## src/rtl/cal_pkg.sv

```systemverilog
package cal_pkg;
  localparam int NUM_FIELDS = 7;
  localparam int ADDR_W = $clog2(NUM_FIELDS + 1);
  localparam int DATA_W = 8;

  localparam int F_SEC  = 0;
  localparam int F_MIN  = 1;
  localparam int F_HOUR = 2;
  localparam int F_DAY  = 3;
  localparam int F_MON  = 4;
  localparam int F_YEAR = 5;
  localparam int F_CENT = 6;

  typedef struct packed {
    logic [NUM_FIELDS-1:0] step;
    logic [NUM_FIELDS-1:0] wrap;
    logic                  pmToggle;
    logic                  binEnc;
    logic                  hour12;
  } strobe_t;

  function automatic logic [DATA_W-1:0] rstVal(input int idx);
    return (idx == F_DAY || idx == F_MON) ? DATA_W'(1) : '0;
  endfunction
endpackage

```

## src/rtl/cal_ctrl.sv

```systemverilog
module cal_ctrl
  import cal_pkg::*;
(
  input  logic                             tick,
  input  logic                             holdSet,
  input  logic                             modeBin,
  input  logic                             mode24,
  input  logic [NUM_FIELDS-1:0][DATA_W-1:0] fldBus,
  output strobe_t                          st
);
  function automatic logic [DATA_W-1:0] toBin(input logic [DATA_W-1:0] v, input logic bin);
    logic [DATA_W-1:0] hi;
    hi = {4'b0, v[7:4]};
    return bin ? v : (hi << 3) + (hi << 1) + {4'b0, v[3:0]};
  endfunction

  function automatic logic [DATA_W-1:0] monthLen(input logic [DATA_W-1:0] mon,
                                                 input logic [DATA_W-1:0] yr);
    case (mon)
      8'd2:                      monthLen = (yr[1:0] == 2'b00) ? 8'd29 : 8'd28;
      8'd4, 8'd6, 8'd9, 8'd11:   monthLen = 8'd30;
      default:                   monthLen = 8'd31;
    endcase
  endfunction

  logic [DATA_W-1:0] secV, minV, hourV, dayV, monV, yearV, centV;
  logic              advance, dayCarry, isPm;

  always_comb begin
    secV  = toBin(fldBus[F_SEC], modeBin);
    minV  = toBin(fldBus[F_MIN], modeBin);
    hourV = toBin({1'b0, fldBus[F_HOUR][6:0]}, modeBin);
    dayV  = toBin(fldBus[F_DAY], modeBin);
    monV  = toBin(fldBus[F_MON], modeBin);
    yearV = toBin(fldBus[F_YEAR], modeBin);
    centV = toBin(fldBus[F_CENT], modeBin);
    isPm  = fldBus[F_HOUR][7];
    advance = tick && !holdSet;

    st = '0;
    st.binEnc = modeBin;
    st.hour12 = !mode24;

    st.step[F_SEC] = advance;
    st.wrap[F_SEC] = advance && (secV >= 8'd59);
    st.step[F_MIN] = st.wrap[F_SEC];
    st.wrap[F_MIN] = st.step[F_MIN] && (minV >= 8'd59);
    st.step[F_HOUR] = st.wrap[F_MIN];
    if (mode24) begin
      st.wrap[F_HOUR] = st.step[F_HOUR] && (hourV >= 8'd23);
      dayCarry        = st.wrap[F_HOUR];
    end else begin
      st.wrap[F_HOUR] = st.step[F_HOUR] && (hourV >= 8'd12);
      st.pmToggle     = st.step[F_HOUR] && (hourV == 8'd11);
      dayCarry        = st.pmToggle && isPm;
    end
    st.step[F_DAY]  = dayCarry;
    st.wrap[F_DAY]  = dayCarry && (dayV >= monthLen(monV, yearV));
    st.step[F_MON]  = st.wrap[F_DAY];
    st.wrap[F_MON]  = st.step[F_MON] && (monV >= 8'd12);
    st.step[F_YEAR] = st.wrap[F_MON];
    st.wrap[F_YEAR] = st.step[F_YEAR] && (yearV >= 8'd99);
    st.step[F_CENT] = st.wrap[F_YEAR];
    st.wrap[F_CENT] = st.step[F_CENT] && (centV >= 8'd99);
  end
endmodule

```

## src/rtl/cal_datapath.sv

```systemverilog
module cal_datapath
  import cal_pkg::*;
(
  input  logic                              clk,
  input  logic                              rst_n,
  input  strobe_t                           st,
  input  logic                              wrEn,
  input  logic [ADDR_W-1:0]                 wrAddr,
  input  logic [DATA_W-1:0]                 wrData,
  output logic [NUM_FIELDS-1:0][DATA_W-1:0] fldBus
);
  function automatic logic [DATA_W-1:0] incEnc(input logic [DATA_W-1:0] v, input logic bin);
    if (bin)                 return v + 1'b1;
    else if (v[3:0] >= 4'd9) return {v[7:4] + 4'd1, 4'd0};
    else                     return v + 1'b1;
  endfunction

  for (genvar i = 0; i < NUM_FIELDS; i++) begin : g_field
    logic [DATA_W-1:0] q, nxt, bumped;
    logic              hit;

    assign hit = wrEn && (wrAddr == ADDR_W'(i));

    if (i == F_HOUR) begin : g_hour
      always_comb begin
        bumped = incEnc({1'b0, q[6:0]}, st.binEnc);
        nxt = q;
        if (st.step[i]) begin
          nxt[7]   = q[7] ^ st.pmToggle;
          nxt[6:0] = st.wrap[i] ? {6'd0, st.hour12} : bumped[6:0];
        end
      end
    end else begin : g_plain
      always_comb begin
        bumped = incEnc(q, st.binEnc);
        nxt = q;
        if (st.step[i]) nxt = st.wrap[i] ? rstVal(i) : bumped;
      end
    end

    always_ff @(posedge clk) begin
      if (!rst_n)   q <= rstVal(i);
      else if (hit) q <= wrData;
      else          q <= nxt;
    end

    assign fldBus[i] = q;
  end
endmodule

```

## src/rtl/cal_time_counter.sv

```systemverilog
module cal_time_counter
  import cal_pkg::*;
(
  input  logic              clk,
  input  logic              rst_n,
  input  logic              tick,
  input  logic              holdSet,
  input  logic              modeBin,
  input  logic              mode24,
  input  logic              wrEn,
  input  logic [ADDR_W-1:0] wrAddr,
  input  logic [DATA_W-1:0] wrData,
  input  logic [ADDR_W-1:0] rdAddr,
  output logic [DATA_W-1:0] rdData
);
  strobe_t                           st;
  logic [NUM_FIELDS-1:0][DATA_W-1:0] fldBus;
  logic [6:0]                        elevenCode;

  cal_ctrl u_ctrl (
    .tick(tick), .holdSet(holdSet), .modeBin(modeBin), .mode24(mode24),
    .fldBus(fldBus), .st(st)
  );

  cal_datapath u_dp (
    .clk(clk), .rst_n(rst_n), .st(st), .wrEn(wrEn), .wrAddr(wrAddr),
    .wrData(wrData), .fldBus(fldBus)
  );

  always_comb begin
    rdData = '0;
    for (int k = 0; k < NUM_FIELDS; k++)
      if (rdAddr == ADDR_W'(k)) rdData = fldBus[k];
  end

  assign elevenCode = modeBin ? 7'h0B : 7'h11;

  // a written byte lands in its field
  a_r2_write_lands: assert property (@(posedge clk) disable iff (!rst_n)
    (wrEn && wrAddr == ADDR_W'(F_YEAR)) |=> (fldBus[F_YEAR] == $past(wrData)));

  // an unheld pulse always moves the seconds field
  a_r3_sec_moves: assert property (@(posedge clk) disable iff (!rst_n)
    (tick && !holdSet && !wrEn) |=> (fldBus[F_SEC] != $past(fldBus[F_SEC])));

  // while held, nothing changes without a write
  a_r7_hold_frozen: assert property (@(posedge clk) disable iff (!rst_n)
    (holdSet && !wrEn) |=> $stable(fldBus));

  // the PM flag only flips when leaving hour 11
  a_r6_pm_at_eleven: assert property (@(posedge clk) disable iff (!rst_n)
    (!wrEn && !mode24 && fldBus[F_HOUR][6:0] != elevenCode) |=> $stable(fldBus[F_HOUR][7]));

  // day never counts to zero
  a_r8_day_nonzero: assert property (@(posedge clk) disable iff (!rst_n)
    (!wrEn && fldBus[F_DAY] != 8'd0) |=> (fldBus[F_DAY] != 8'd0));

  // month never counts to zero
  a_r9_month_nonzero: assert property (@(posedge clk) disable iff (!rst_n)
    (!wrEn && fldBus[F_MON] != 8'd0) |=> (fldBus[F_MON] != 8'd0));
endmodule

```

## config.mk

```make
export PLATFORM = sky130hd
export DESIGN_NAME = cal_time_counter
export DESIGN_NICKNAME = d
export VERILOG_FILES = /design/src/rtl/cal_pkg.sv /design/src/rtl/cal_ctrl.sv /design/src/rtl/cal_datapath.sv /design/src/rtl/cal_time_counter.sv
export SDC_FILE = /design/constraint.sdc
export NUM_CORES = 1
export LEC_CHECK = 0
export BUFFER_PORTS_ARGS = -buffer_cell sky130_fd_sc_hd__buf_2
export CORE_MARGIN = 1
export CORE_UTILIZATION = 55
export CTS_BUF_LIST = sky130_fd_sc_hd__clkbuf_8 sky130_fd_sc_hd__clkbuf_16
export CTS_CLUSTER_SIZE = 12
export DETAILED_ROUTE_END_ITERATION = 10
export PLACE_DENSITY = 0.81
export SYNTH_ARGS = -nofsm -noshare
export SYNTH_HDL_FRONTEND = slang
export SYNTH_HIERARCHICAL = 1
export SYNTH_SLANG_ARGS = --single-unit
```

## constraint.sdc

```tcl
create_clock -name clk -period 4.09 [get_ports clk]
set_clock_uncertainty 0.1 [all_clocks]
set_input_delay 0.2045 -clock clk [delete_from_list [all_inputs] [get_ports clk]]
set_output_delay 0.2045 -clock clk [all_outputs]
set_load 0.05 [all_outputs]
```

==> flow_summary.json, run 1 <==
{
  "status": "complete, but fails checks",
  "violations": "setup timing",
  "routed_wl_um": 22800,
  "root_buffer": "clkbuf_16",
  "yosys.area.top_type_share_pct": 15.8,
  "antenna_found_initial": 1,
  "tightest_slew_ps": 771,
  "grt_overflow": 0,
  "ant_nets": 0,
  "top_register": "u_dp/g_field.q",
  "worstSkewPairLatency_ps": 300,
  "setup_tns_ps": -1130,
  "rows": 41,
  "ir_drop_v": 0.000168,
  "final_common_cell": "a21oi_1",
  "largest_reg_flops": 56,
  "cts_buffer_depth": 2,
  "synth-edff-count": 0,
  "die_y_um": 116,
  "multi_input_area_um2": 5670,
  "fin_ws_ps": -141,
  "portBuffers": 28,
  "slowest_delay_ps": 600,
  "yosysWarnings": 6,
  "critPathRequiredTime_ps": 4210,
  "synthTopCellsByArea": "dfxtp_1 16%, ha_1 14%, a21oi_1 6.0%, fa_1 3.9%, o21ai_0 3.7%",
  "drv_slew": 0,
  "first_global_vias": 7043,
  "synth_nets": 1006,
  "hpwl_um": 15700,
  "grt_use_total_pct": 33.7,
  "grt_pass1_wl_um": 35400,
  "synthArstFlopShare_pct": 0,
  "cp.arrival_ps": 4350,
  "ys_types": 84,
  "route.vias.total": 7714,
  "drc": 0,
  "critical_path_class": "reg2reg",
  "timing.rr.start": "u_dp/g_field[4].q[4]",
  "clk_pin_slew_ps": 80,
  "end_kind": "flop",
  "design_power_total_mw": 1.73,
  "ctsHoldBuffers": 0,
  "ys_ff_latch": 56,
  "first_pass_iters": 5,
  "n_antenna_cell": 0,
  "yosys.area.top_type": "dfxtp_1",
  "cts_made_buffers": 5,
  "synth_ff_type": "dfxtp_1",
  "postSynthCellCount": 894,
  "io_pins": 29,
  "regToRegSetupSlack_ps": -140,
  "cpMaxStageDelayCell": "fa_2",
  "core_area_um2": 12600,
  "dieArea_um2": 13400,
  "synth_area_um2": 7110,
  "p_leak_nw": 3.41,
  "seq_area_frac_synth_pct": 15.8,
  "htreeDepth": 2,
  "rsz0062_at_grt": "true",
  "nets": 1061,
  "critPathLaunchType": "flop",
  "fin_crit_ps": 4230,
  "die_x_um": 116,
  "tritoncts_num_sinks": 56,
  "nFillCells": 1087,
  "avgRoutedWirePerCell_um": 20.3,
  "max_slew_margin_pct": 48.4,
  "endpoint": "u_dp/g_field[6].q[6]",
  "reg2reg_depth": 19,
  "path_max_fanout": 4,
  "postSynthAreaPerCell_um2": 7.96,
  "viasPerCell": 6.88,
  "drv_cap": 0,
  "reg_top3": "u_dp/g_field.q x56",
  "area_growth_pct": 15.2,
  "reg2reg_to": "u_dp/g_field[6].q[6]",
  "hold_class": "in2reg",
  "cts_tree": "yes",
  "place_congestion": 0.960,
  "fin_crit_sh_pct": 103,
  "drive_above_1_share_pct": 21.5,
  "grt_max_degree": 67,
  "drt_iter0_markers": 834,
  "start_util_pct": 56.4,
  "max_freq_mhz": 236,
  "path_cells": "fa_2 > buf_6 > ha_4 > a21oi_4 > a21oi_2 > o31ai_4 > inv_2 > nor3_2 > a21oi_1 > ha_1 > nand2b_4 > a21oi_2 > a21oi_1 > a211o_1 > nor3b_4 > inv_2 > or3_1 > a311o_1 > o211ai_1",
  "finalHoldViolCount": 0,
  "final_cell_mix": "79 x a21oi_1, 76 x ha_1, 66 x buf_4",
  "crit_start": "u_dp/g_field[4].q[4]",
  "powerDensity_nw_per_um2": 211,
  "area.sequential_um2": 1130,
  "finalSetupViolations": 19
}
-- where the power goes --
group / leakage (nW) / switching [mW] / internal (mW)
Combinational: 2.87 / 0.374 / 0.237
Sequential: 0.459 / 0.0344 / 0.575
Clock: 0.0798 / 0.219 / 0.289
Total: 3.41 / 0.627 / 1.10
-- worst max-delay path: cells and delay by family (launching register included) --
kind            cells  cell delay, ps
simple gates        4             950
buf+inv             3             290
fa+ha+maj           3            1080
compound gates      9            1370
flops               1             350
-- cells in the mapped netlist (12+ instances only) --
library cell,n
a21oi_1,86
a31oi_1,23
and3_1,19
buf_2,14
buf_4,12
clkbuf_1,23
dfxtp_1,56
fa_1,14
ha_1,77
inv_1,64
nand2_1,33
nand2b_1,28
nand3_1,43
nand4_1,16
nor2_1,39
nor2b_1,22
nor3_1,17
nor3b_1,13
o21ai_0,52
o2bb2ai_1,14
o32ai_1,12
-- cell type report --
type,instances,share of cell area (%)
well taps,172,2.63
clock buffers,5,1.53
inverters,66,3.07
clock inverters,3,0.519
multi-input cells,716,69.2
flip-flops and latches,56,13.8
repair buffers,104,9.24
-- stage by stage --
step                      utilization, %  instances  area, µm²  setup slack, ps  hold slack [ps]
after CTS                           62.9       1116       7940            -46.0              178
after detailed placement            60.8       1103       7670             -133              503
after global placement              60.8       1103       7670             13.3              487
after floorplan                        -        894       7130             15.2              227
final                               64.9       1122       8190             -141              200
after global routing                64.9       1122       8190             -269              216
-- routing by layer --
layer	wire length [µm]	up-vias	GRT usage, %
li1	-	3504	-
met1	9070	3570	44.2
met2	10100	512	52.9
met3	2490	126	6.22
met4	1130	2	17.8
met5	17	-	0
-- kinds of logic (layout without fill, tap and decap cells) --
| family | count (synthesis) | in the layout | share of synthesized area (%) |
|---|---|---|---|
| XOR/XNOR | 8 | 8 | 0.985 |
| multiplexers | 23 | 23 | 3.61 |
| AND/OR/NAND/NOR | 297 | 297 | 25.2 |
| flip-flops | 56 | 56 | 15.8 |
| adder cells (fa/ha/maj) | 91 | 91 | 17.5 |
| buffers and inverters | 122 | 178 | 8.07 |
| AO/OA/AOI/OAI | 297 | 297 | 28.9 |
-- how the worst min path moves through the flow --
stage	start	end	slack [ps]	cells past startpoint
finish	wrData[0]	u_dp/g_field[2].q[0]	200	3
global route	wrData[0]	u_dp/g_field[2].q[0]	220	3
floorplan	wrData[0]	u_dp/g_field[3].q[0]	230	2
CTS	wrData[0]	u_dp/g_field[2].q[0]	180	3
global placement	u_dp/g_field[2].q[7]	u_dp/g_field[2].q[7]	490	2
detailed placement	wrData[0]	u_dp/g_field[2].q[0]	500	3
-- repair_timing --
| action | CTS | global route |
|---|---|---|
| setup endpoints to repair | 17 | 33 |
| pin swaps | 16 | 27 |
| buffers inserted | 5 | 7 |
| resized for setup | 14 | 52 |
Power figures use the tool's default switching activity.
==> inputs of run 2 (changes only) <==
BUFFER_PORTS_ARGS = -buffer_cell sky130_fd_sc_hd__buf_4   (was -buffer_cell sky130_fd_sc_hd__buf_2)
==> flow_summary.json, run 2 (synthesis results as in run 1) <==
{
  "status": "complete, but fails checks",
  "violations": "setup timing",
  "fin_crit_sh_pct": 106,
  "final_common_cell": "buf_4",
  "crit_top_cell": "a21oi_2",
  "fin_crit_ps": 4320,
  "tightest_slew_ps": 1320,
  "clk_pin_slew_ps": 80,
  "viasPerCell": 6.75,
  "cp.depth": 17,
  "worstSkewPairLatency_ps": 310,
  "nets": 1060,
  "drive_above_1_share_pct": 21.0,
  "fin_ws_ps": -230,
  "intPower_mw": 1.04,
  "route.vias.total": 7565,
  "place_ws_ps": -122,
  "rows": 41,
  "finalHoldViolCount": 0,
  "root_buffer": "clkbuf_16",
  "avgRoutedWirePerCell_um": 19.7,
  "grt_use_total_pct": 32.5,
  "power_frac_seq_pct": 36.7,
  "critical-path-top-delay-family": "adder cells",
  "place_congestion": 0.953,
  "io_pins": 29,
  "final_cell_mix": "99 x buf_4, 77 x a21oi_1, 77 x ha_1",
  "drc": 0,
  "n_antenna_cell": 0,
  "cts_buffer_depth": 2,
  "grt_max_degree": 51,
  "holdPathStages": 3,
  "rsz0062_at_grt": "true",
  "first_global_vias": 6764,
  "reg_top3": "u_dp/g_field.q x56",
  "core_area_um2": 12600,
  "critPathLaunchType": "flop",
  "routed_wl_um": 22000,
  "drv_slew": 0,
  "slowest_delay_ps": 600,
  "pwr-share-clk_pct": 26.9,
  "path_cells": "fa_2 > fa_2 > nor4b_4 > a31oi_1 > nor3_2 > a21oi_2 > ha_1 > nand2b_4 > a21oi_2 > a21oi_2 > a211o_1 > buf_4 > nor3b_4 > inv_2 > or3_1 > a311o_1 > o211ai_1",
  "grt_pass1_wl_um": 34000,
  "hold_start": "wrData[0]",
  "htreeDepth": 2,
  "hpwl_um": 15300,
  "max_slew_margin_pct": 12.1,
  "p_comb_share_pct": 36.3,
  "critical_path_class": "reg2reg",
  "powerDensity_nw_per_um2": 204,
  "max_freq_mhz": 231,
  "top_register": "u_dp/g_field.q",
  "cts_made_buffers": 5,
  "start_util_pct": 56.4,
  "dieArea_um2": 13400,
  "cts_tree": "yes",
  "hold_class": "in2reg",
  "crit_start": "u_dp/g_field[4].q[3]",
  "finalSetupViolations": 28,
  "cp.arrival_ps": 4450,
  "end_kind": "flop",
  "die_x_um": 116,
  "largest_reg_flops": 56,
  "die_y_um": 116,
  "path_max_fanout": 5,
  "drv_cap": 0,
  "reg2reg_depth": 17,
  "p_switching_mw": 0.618,
  "ant_nets": 0,
  "first_pass_iters": 7,
  "tritoncts_num_sinks": 56,
  "antenna_found_initial": 0,
  "switching_share_pct": 37.2,
  "area_growth_pct": 14.4,
  "drt_iter0_markers": 941,
  "setup_tns_ps": -2860,
  "timing.rr.start": "u_dp/g_field[4].q[3]",
  "path_buf_inv": 2,
  "ir_drop_v": 0.000165,
  "grt_overflow": 0,
  "cpMaxStageDelayCell": "fa_2",
  "critPathRequiredTime_ps": 4220,
  "portBuffers": 28,
  "p_leak_nw": 3.40
}
-- run 2: cell count changes in the layout (fill, tap and decap cells not counted), sizes merged --
| cell | delta |
|---|---|
| clkinv | +2 |
| clkinvlp | -2 |
| buf | -1 |
| bufinv | -1 |
| inv | +1 |
-- run 2: power groups by stage --
stage                     logic, mW  registers [mW]  clock network [mW]
after global routing          0.653           0.614               0.463
after detailed placement      0.556           0.622                   0
after global placement        0.547           0.620                   0
final                         0.604           0.611               0.448
after floorplan               0.369           0.635                   0
after CTS                     0.575           0.609               0.448
-- run 2: path summary, 6_finish.rpt --
path / end / slack (ps)
setup / recovery: u_dp/g_field[6].q[6] / -230
setup reg to reg: u_dp/g_field[6].q[6] / -230
hold reg to reg: u_dp/g_field[4].q[4] / 430
hold / removal: u_dp/g_field[4].q[0] / 130
-- run 2: layout make-up --
class                      count  area, µm²
sequential                    56       1130
timing repair buffer         103        788
fill                        1065       4480
multi-input combinational    716       5620
tap                          172        215
clock inverter                 3       18.8
clock buffer                   5        125
inverter                      66        248
-- run 2: timing repair --
action,CTS,global route
hold endpoints to repair,0,0
setup endpoints to repair,18,35
gates resized for setup,14,36
pin swaps,12,22
hold buffers,0,0
setup buffers,5,2
-- run 2: worst register-to-register path: stages (launching register included) --
cell and delay (ps):
dfxtp_2 340, fa_2 600, fa_2 480, nor4b_4 300, a31oi_1 100, nor3_2 260, a21oi_2 80, ha_1 280
nand2b_4 110, a21oi_2 50, a21oi_2 110, a211o_1 180, buf_4 130, nor3b_4 350, inv_2 100, or3_1 320
a311o_1 280, o211ai_1 80
-- run 2: stage by stage --
step / power, mW / instance area, µm² / cells / hold WS [ps] / utilization (%)
2_1_floorplan: 1.00 / 7130 / 894 / 227 / -
3_3_place_gp: 1.17 / 7750 / 1106 / 401 / 61.4
3_5_place_dp: 1.18 / 7750 / 1106 / 409 / 61.4
4_1_cts: 1.63 / 7980 / 1119 / 135 / 63.3
5_1_grt: 1.73 / 8140 / 1121 / 158 / 64.5
6_report: 1.66 / 8140 / 1121 / 128 / 64.5
-- run 2: routing by layer --
layer  up-vias  wire length (µm)  GRT usage, %
met5         -                 0             0
met4         0               754          14.2
met3        69              2320          5.23
met2       506             10000          52.0
met1      3484              8920          43.4
li1       3506                 -             -
